<file path="src/rtl/wrs_pkg.sv">
package wrs_pkg;
    typedef enum logic [2:0] {
        S_PORDLY  = 3'd0,
        S_PINRST  = 3'd1,
        S_WDTRST  = 3'd2,
        S_RUN     = 3'd3,
        S_HALT    = 3'd4,
        S_WAKEDLY = 3'd5
    } seq_state_t;
endpackage

</file>
<file path="src/rtl/rst_pin_sync.sv">
module rst_pin_sync #(
    parameter int STAGES = 2
) (
    input  logic clk,
    input  logic por_i,
    input  logic pin_n_i,
    output logic pin_rst_o
);
    logic [STAGES-1:0] sync_q;

    always_ff @(posedge clk or posedge por_i) begin
        if (por_i) begin
            sync_q <= '0;
        end else begin
            sync_q <= {sync_q[STAGES-2:0], ~pin_n_i};
        end
    end

    assign pin_rst_o = sync_q[STAGES-1];
endmodule

</file>
<file path="src/rtl/startup_timer.sv">
module startup_timer #(
    parameter int DLY_CYC = 1024
) (
    input  logic clk,
    input  logic por_i,
    input  logic load_i,
    input  logic en_i,
    output logic done_o
);
    localparam int CW = (DLY_CYC > 2) ? $clog2(DLY_CYC) : 1;
    localparam logic [CW-1:0] LOAD_V = CW'(DLY_CYC - 1);

    logic [CW-1:0] cnt_q;

    always_ff @(posedge clk or posedge por_i) begin
        if (por_i) begin
            cnt_q <= LOAD_V;
        end else if (load_i) begin
            cnt_q <= LOAD_V;
        end else if (en_i && (cnt_q != '0)) begin
            cnt_q <= cnt_q - 1'b1;
        end
    end

    assign done_o = (cnt_q == '0);


    reload_restart_chk: assert property (@(posedge clk) disable iff (por_i)
        load_i |=> !done_o);
endmodule

</file>
<file path="src/rtl/status_flags.sv">
module status_flags (
    input  logic clk,
    input  logic por_i,
    input  logic set_to_i,
    input  logic set_pd_i,
    output logic to_o,
    output logic pd_o
);
    logic to_q;
    logic pd_q;

    always_ff @(posedge clk or posedge por_i) begin
        if (por_i) begin
            to_q <= 1'b0;
            pd_q <= 1'b0;
        end else begin
            if (set_to_i) to_q <= 1'b1;
            if (set_pd_i) pd_q <= 1'b1;
        end
    end

    assign to_o = to_q;
    assign pd_o = pd_q;


    flags_sticky_chk: assert property (@(posedge clk) disable iff (por_i)
        !$fell(to_q) && !$fell(pd_q));
endmodule

</file>
<file path="src/rtl/wake_reset_sequencer.sv">
module wake_reset_sequencer
    import wrs_pkg::*;
#(
    parameter int DLY_CYC = 1024,
    parameter int SYNC_STAGES = 2
) (
    input  logic clk,
    input  logic por_i,
    input  logic ext_rst_n_i,
    input  logic wdt_to_i,
    input  logic halt_req_i,
    input  logic wake_i,
    output logic core_rst_o,
    output logic core_run_o,
    output logic osc_en_o,
    output logic to_flag_o,
    output logic pd_flag_o
);
    seq_state_t state_q;
    seq_state_t state_d;
    logic       pin_rst;
    logic       tmr_done;
    logic       tmr_load;
    logic       tmr_en;
    logic       set_to;
    logic       set_pd;
    logic       wake_evt;

    rst_pin_sync #(.STAGES(SYNC_STAGES)) u_sync (
        .clk      (clk),
        .por_i    (por_i),
        .pin_n_i  (ext_rst_n_i),
        .pin_rst_o(pin_rst)
    );

    startup_timer #(.DLY_CYC(DLY_CYC)) u_timer (
        .clk   (clk),
        .por_i (por_i),
        .load_i(tmr_load),
        .en_i  (tmr_en),
        .done_o(tmr_done)
    );

    status_flags u_flags (
        .clk     (clk),
        .por_i   (por_i),
        .set_to_i(set_to),
        .set_pd_i(set_pd),
        .to_o    (to_flag_o),
        .pd_o    (pd_flag_o)
    );

    assign wake_evt = wake_i | wdt_to_i;

    always_ff @(posedge clk or posedge por_i) begin
        if (por_i) begin
            state_q <= S_PORDLY;
        end else begin
            state_q <= state_d;
        end
    end

    always_comb begin
        state_d = state_q;
        unique case (state_q)
            S_PORDLY: begin
                if (tmr_done) state_d = pin_rst ? S_PINRST : S_RUN;
            end
            S_PINRST: begin
                if (!pin_rst) state_d = S_RUN;
            end
            S_WDTRST: begin
                state_d = pin_rst ? S_PINRST : S_RUN;
            end
            S_RUN: begin
                if (pin_rst)         state_d = S_PINRST;
                else if (wdt_to_i)   state_d = S_WDTRST;
                else if (halt_req_i) state_d = S_HALT;
            end
            S_HALT: begin
                if (pin_rst)       state_d = S_PINRST;
                else if (wake_evt) state_d = S_WAKEDLY;
            end
            S_WAKEDLY: begin
                if (pin_rst)                    state_d = S_PINRST;
                else if (!wake_evt && tmr_done) state_d = S_RUN;
            end
            default: state_d = S_PORDLY;
        endcase
    end

    always_comb begin
        tmr_load = 1'b0;
        tmr_en   = 1'b0;
        set_to   = 1'b0;
        set_pd   = 1'b0;
        unique case (state_q)
            S_PORDLY: tmr_en = 1'b1;
            S_RUN: begin
                set_to = !pin_rst && wdt_to_i;
                set_pd = !pin_rst && !wdt_to_i && halt_req_i;
            end
            S_HALT, S_WAKEDLY: begin
                tmr_en   = (state_q == S_WAKEDLY);
                tmr_load = !pin_rst && wake_evt;
                set_to   = !pin_rst && wdt_to_i;
            end
            default: ;
        endcase
    end

    always_comb begin
        core_rst_o = 1'b0;
        core_run_o = 1'b0;
        osc_en_o   = 1'b1;
        unique case (state_q)
            S_PORDLY, S_PINRST, S_WDTRST: core_rst_o = 1'b1;
            S_RUN:                        core_run_o = 1'b1;
            S_HALT:                       osc_en_o   = 1'b0;
            default: ;
        endcase
    end


    wdt_run_reset_chk: assert property (@(posedge clk) disable iff (por_i)
        (core_run_o && wdt_to_i && !pin_rst) |=> (core_rst_o && to_flag_o));


    pd_on_halt_chk: assert property (@(posedge clk) disable iff (por_i)
        $rose(pd_flag_o) |-> (!osc_en_o && !core_run_o && !core_rst_o));


    wake_delay_done_chk: assert property (@(posedge clk) disable iff (por_i)
        ($rose(core_run_o) && $past(state_q) == S_WAKEDLY) |-> $past(tmr_done));


    halt_hold_chk: assert property (@(posedge clk) disable iff (por_i)
        (!osc_en_o && !pin_rst && !wake_evt) |=> (!osc_en_o && !core_run_o));
endmodule

</file>
<file path="config.mk">
export PLATFORM = sky130hd
export DESIGN_NAME = wake_reset_sequencer
export DESIGN_NICKNAME = d
export VERILOG_FILES = /design/src/rtl/wrs_pkg.sv /design/src/rtl/rst_pin_sync.sv /design/src/rtl/startup_timer.sv /design/src/rtl/status_flags.sv /design/src/rtl/wake_reset_sequencer.sv
export SDC_FILE = /design/constraint.sdc
export NUM_CORES = 1
export LEC_CHECK = 0
export CAP_MARGIN = 20
export CORE_UTILIZATION = 35
export DETAILED_ROUTE_END_ITERATION = 10
export DONT_BUFFER_PORTS = 1
export GPL_TIMING_DRIVEN = 1
export PLACE_DENSITY_LB_ADDON = 0.3
export SYNTH_ARGS = -nofsm -noshare
export SYNTH_HDL_FRONTEND = slang
export SYNTH_SLANG_ARGS = --single-unit
</file>
<file path="constraint.sdc">
create_clock -name clk -period 1.95 [get_ports clk]
set_clock_uncertainty 0.1 [all_clocks]
set_input_delay 0.39 -clock clk [delete_from_list [all_inputs] [get_ports clk]]
set_output_delay 0.39 -clock clk [all_outputs]
set_load 0.05 [all_outputs]
</file>
# Yosys cells after proc, flatten, opt, wreduce, memory -nomap -nowiden
# Index checks and enable logic that the tools add are counted.
# Widths: inputs -> output; s select.
# classes
add_sub_neg	1
n_eq_ne	10
muxes	20
bitwise_logic	2
reduce_logical	17
# ops
operator	count
$mux 3	9
$mux 10	2
$pmux 3 s6	1
$logic_not 10->1	1
$reduce_bool 10->1	1
$sub 10x1->10 const B	1
$eq 3x2->1 const B	2
$eq 3x3->1 const B	2
$logic_and 1x1->1	6
$mux 1	6
$ne 3x2->1 const B	2
$reduce_or 3->1	2
$reduce_and 5->1	1
$ne 2x2->1 const B	2
$ne 4x3->1 const B	1
$eq 3x1->1 const B	1
$logic_not 1->1	3
$logic_not 3->1	1
$mux 2	1
$pmux 1 s2	1
$reduce_bool 2->1	1
$reduce_or 2->1	1
$not 1->1	1
$or 1x1->1	1
# totals
register_bits	17
out_inout_bits	5
word_cells	55

# Depth between registers and ports, before layout
# depth
depth_word	6
depth_mapped	8
depth_no_buf	6

# Hierarchy
# From an unflattened synthesis, not the netlist that was laid out.
# hier_totals
hier_cells	114
hier_area_um2	1067.3
# by_module_without_submodules
module	n_inst	cells_per_inst	area_each_um2	seq_area_each_um2
startup_timer	1	70	650.6	262.8
wake_reset_sequencer	1	35	292.8	75.1
status_flags	1	5	66.3	50.0
rst_pin_sync	1	4	57.6	50.0

# Worst setup path before layout
# No wires, ideal clock.
# synth_timing
path_kind	register to register
start	register state_q[0]
end	register state_q[2]
setup_time_ns	0.096
arrival_time_ns	1.812
path_slack_ns	-0.058
path_stages_with_launch	5
n_path_buf	1
synth_period_minus_slack_ns	2.008
path_cell_list	dfrtp_1 > buf_2 > or3b_1 > or4_4 > a311oi_2
# synth_between
elab_chain_len	3
# synth_lines
element	line	rtl
from (decl)	wake_reset_sequencer.sv:19	seq_state_t state_q;
from (signal assigned)	wake_reset_sequencer.sv:59	state_q <= state_d;
$eq 3x2->1 (tied with other cells)	wake_reset_sequencer.sv:65	unique case (state_q)
$ne 4x3->1 (no line) (tied with other cells)	-	
$reduce_and 5->1 (no line)	-	
# Several ways; a longest one is shown, not always the timed one.
# A chain may end at the register's enable or synchronous reset.

# Worst setup path after layout
# layout_timing
start	register u_timer.cnt_q[0]
end	register u_timer.cnt_q[6]
# layout_between
elab_chain_len	3
# layout_lines
element	line	rtl
from (decl)	startup_timer.sv:13	logic [CW-1:0] cnt_q;
from (signal assigned)	startup_timer.sv:21	cnt_q <= cnt_q - 1'b1;
$sub 10x1->10 / $reduce_bool 10->1 (equally long branches)	startup_timer.sv:21, startup_timer.sv:20	
$mux 10 / $logic_and 1x1->1 (equally long branches)	startup_timer.sv:20	end else if (en_i && (cnt_q != '0)) begin
$mux 10 / $reduce_bool 2->1 (equally long branches)	-	
# Several ways; a longest one is shown, not always the timed one. The select of a mux whose other input is x is not followed.

==> results.sh <==
export IMPL_yosysTopAreaCellShare=0.2497
export IMPL_synth_seq_cells=17
export IMPL_drt_iter0_markers=29
export IMPL_setup_viol=0
export IMPL_dp_final_hpwl_mm=1.663
export IMPL_synth_top_area_cell="dfstp_2"
export IMPL_synth_common_cells="dfstp_2 (10), nand3_1 (10), inv_1 (8), dfrtp_1 (7), o31ai_1 (7)"
export IMPL_rrSetupSlack_ns=0.06
export IMPL_tightest_slew_ns=0.6545
export IMPL_seqCellArea_um2=437.9
export IMPL_wirelength_mm=2.366
export IMPL_cts_path_max_buffers=2
export IMPL_min_period_ns=1.887
export IMPL_wl_met3_um=95
export IMPL_gp_congestion=0.7892
export IMPL_critPathKind="flip-flop to flip-flop"
export IMPL_yosysWarnings=0
export IMPL_num_vias=913
export IMPL_htreeDepth=1
export IMPL_syn_nets=117
export IMPL_p_leak_nw=0.5073
export IMPL_portBuffers=0
export IMPL_vias_per_cell=5.671
export IMPL_die_area_um2=3230
export IMPL_syn_cell_area_um2=1052
export IMPL_ys_seq_area_frac=0.4162
export IMPL_placed_cell_area_um2=1169
export IMPL_fmax_ghz=0.5298
export IMPL_dr_max_layer_used="met3"
export IMPL_timing_setup_tns_ns=0
export IMPL_hp_class="input pin to flip-flop"
export IMPL_initial_core_util=0.3751
export IMPL_drv_slew=0
export IMPL_grt_pass1_vias=922
export IMPL_met1_length_mm=1.048
export IMPL_fillCellCount=282
export IMPL_status="finished, final reports clean"
export IMPL_grt_max_degree=18
export IMPL_dr_pass1_iters=4
export IMPL_synth_edf_count=0
export IMPL_postRouteAntennaNets=0
export IMPL_stdcell_count=161
export IMPL_ys_top_cells_by_area="dfstp_2 (25%), dfrtp_1 (17%), o31ai_1 (5.0%), nand3_1 (4.8%), or4_1 (4.3%)"
export IMPL_ys_flop_type="dfstp_2"
export IMPL_endpoint_kind="flip-flop"
export IMPL_ir_drop_uv=759.8
export IMPL_powerDensity_nw_per_um2=1235
export IMPL_cts_tree="built"
export IMPL_core_um2=2805
export IMPL_dieHeight_um=56.83
export IMPL_ff2ff_path_depth=6
export IMPL_crit_path_start_kind="flip-flop"
export IMPL_track_usage=0.1565
export IMPL_worstPathArrival_ns=2.02
export IMPL_finalHoldViolations=0
export IMPL_final_area_um2=1296
export IMPL_drive_gt1_frac=0.4000
export IMPL_row_count=19
export IMPL_clock_latency_ns=0.29
export IMPL_synthArstFlopShare=1.000
export IMPL_drcViolationCount=0
export IMPL_design_portCount=11
export IMPL_hold_depth=1
export IMPL_period_share=0.9679
export IMPL_r2r_start="u_timer.cnt_q[0]"
export IMPL_grt_pass1_wl_mm=3.988
export IMPL_ctsRootBufferMaster="clkbuf_4"
export IMPL_relSlewSlack=0.5632
export IMPL_antenna_found_initial=0
export IMPL_nets=138
export IMPL_syn_to_final_growth_pct=23.19
export IMPL_fin_total_pwr_mw=1.601
export IMPL_rr_endpoint="u_timer.cnt_q[6]"
export IMPL_whs_endpoint="u_sync.sync_q[0]"
export IMPL_multi_input_area_um2=598.1
export IMPL_worstPathRequired_ns=2.08
export IMPL_placed_cells=151
export IMPL_syn_area_per_cell_um2=9.566
export IMPL_wl_per_cell_um=14.70
export IMPL_worstPathMaxFanout=5
export IMPL_clock_sinks=17
export IMPL_cts_buffers=3
export IMPL_ys_types=40
export IMPL_grt_ovfl_total=0
export IMPL_synthCells=110
export IMPL_antenna_cells=0
export IMPL_die_w_um=56.83
export IMPL_min_from="ext_rst_n_i"
export IMPL_cap_violations=0
export IMPL_clkTransAtPathRegs_ns=0.11
export IMPL_wl_met2_mm=1.222
## placed cells by master (no fill, tap or decap), types with 2 or more instances in the layout
cell,netlist,layout
a21oi_1,3,3
a31oi_1,3,3
and3_4,0,2
buf_4,1,20
clkbuf_4,0,3
dfrtp_1,7,7
dfstp_2,10,10
inv_1,8,7
nand2_1,6,6
nand2b_1,6,6
nand3_1,10,7
nand3_2,0,3
nand3b_1,3,3
nor2_1,4,4
nor2b_1,3,3
nor3_1,2,2
o21ai_0,2,2
o21ai_1,4,4
o31ai_1,7,7
or4_1,6,3
or4_4,1,4
## cell families after synthesis
family | after synthesis | synth area share
AOI/OAI and AO/OA | 26 | 0.1819
xor gates and xnor gates | 1 | 0.008325
and+or+nand+nor | 51 | 0.3044
adders and majority gates | 1 | 0.01189
DFF | 17 | 0.4162
buffers and inverters | 14 | 0.07729
## metal layers
metal / up-vias / global-route usage
met5: - / 0
li1: 452 / -
met4: 0 / 0.01394
met3: 0 / 0.04839
met2: 16 / 0.2857
met1: 445 / 0.1864
## sequential cells by signal, indices dropped and copies added, names as in the netlist
name and count:
state_q 3, u_sync.sync_q 2, u_timer.cnt_q 10, u_flags.to_o 1, u_flags.pd_o 1
## timing repair
item                                    in CTS  in global routing
buffers inserted                             1                  3
hold buffers                                 1                  0
endpoints found under the setup margin      10                  9
pin swaps                                    0                  1
gates resized for setup                      3                 10
hold endpoints to repair                     7                  0
cloned                                       0                  1
## power breakdown
part / internal [mW] / switching, mW / leakage [nW]
logic: 0.355 / 0.434 / 0.306
clock network: 0.0762 / 0.119 / 0.0177
registers: 0.481 / 0.136 / 0.184
## area by class of cell
cell class,count,area share
Clock buffer,3,0.01737
Clock inverter,1,0.003861
Multi-Input combinational cell,80,0.4614
Timing Repair Buffer,21,0.1236
Sequential cell,17,0.3378
Tap cell,31,0.02992
Inverter,8,0.02606
## critical path, cell delays in order (launching register included)
cell     delay (ns)
dfstp_2        0.55
inv_1          0.05
ha_2           0.18
nor3b_4        0.15
and3_4         0.20
or4_1          0.50
nand3_1        0.10
## how the worst max path moves through the flow
stage	startpoint	end	cells after the start
floorplan	u_timer.cnt_q[0]	u_timer.cnt_q[4]	7
global placement	u_timer.cnt_q[0]	state_q[1]	8
detailed placement	u_timer.cnt_q[0]	state_q[1]	8
CTS	u_timer.cnt_q[0]	state_q[1]	8
global route	state_q[0]	core_run_o	3
finish	u_timer.cnt_q[0]	u_timer.cnt_q[6]	6
## per-stage QoR
step	hold WS (ns)	util	worst slack [ns]
after floorplan	0.2088	-	0.00004974
after global placement	0.2340	0.4166	-0.06881
after detailed placement	0.2637	0.4166	-0.1011
after CTS	0.02984	0.4358	0.0009563
after global routing	0.02214	0.4621	-0.003083
final	0.03505	0.4621	0.06254
Note: power is estimated with default switching activity, not from simulation.
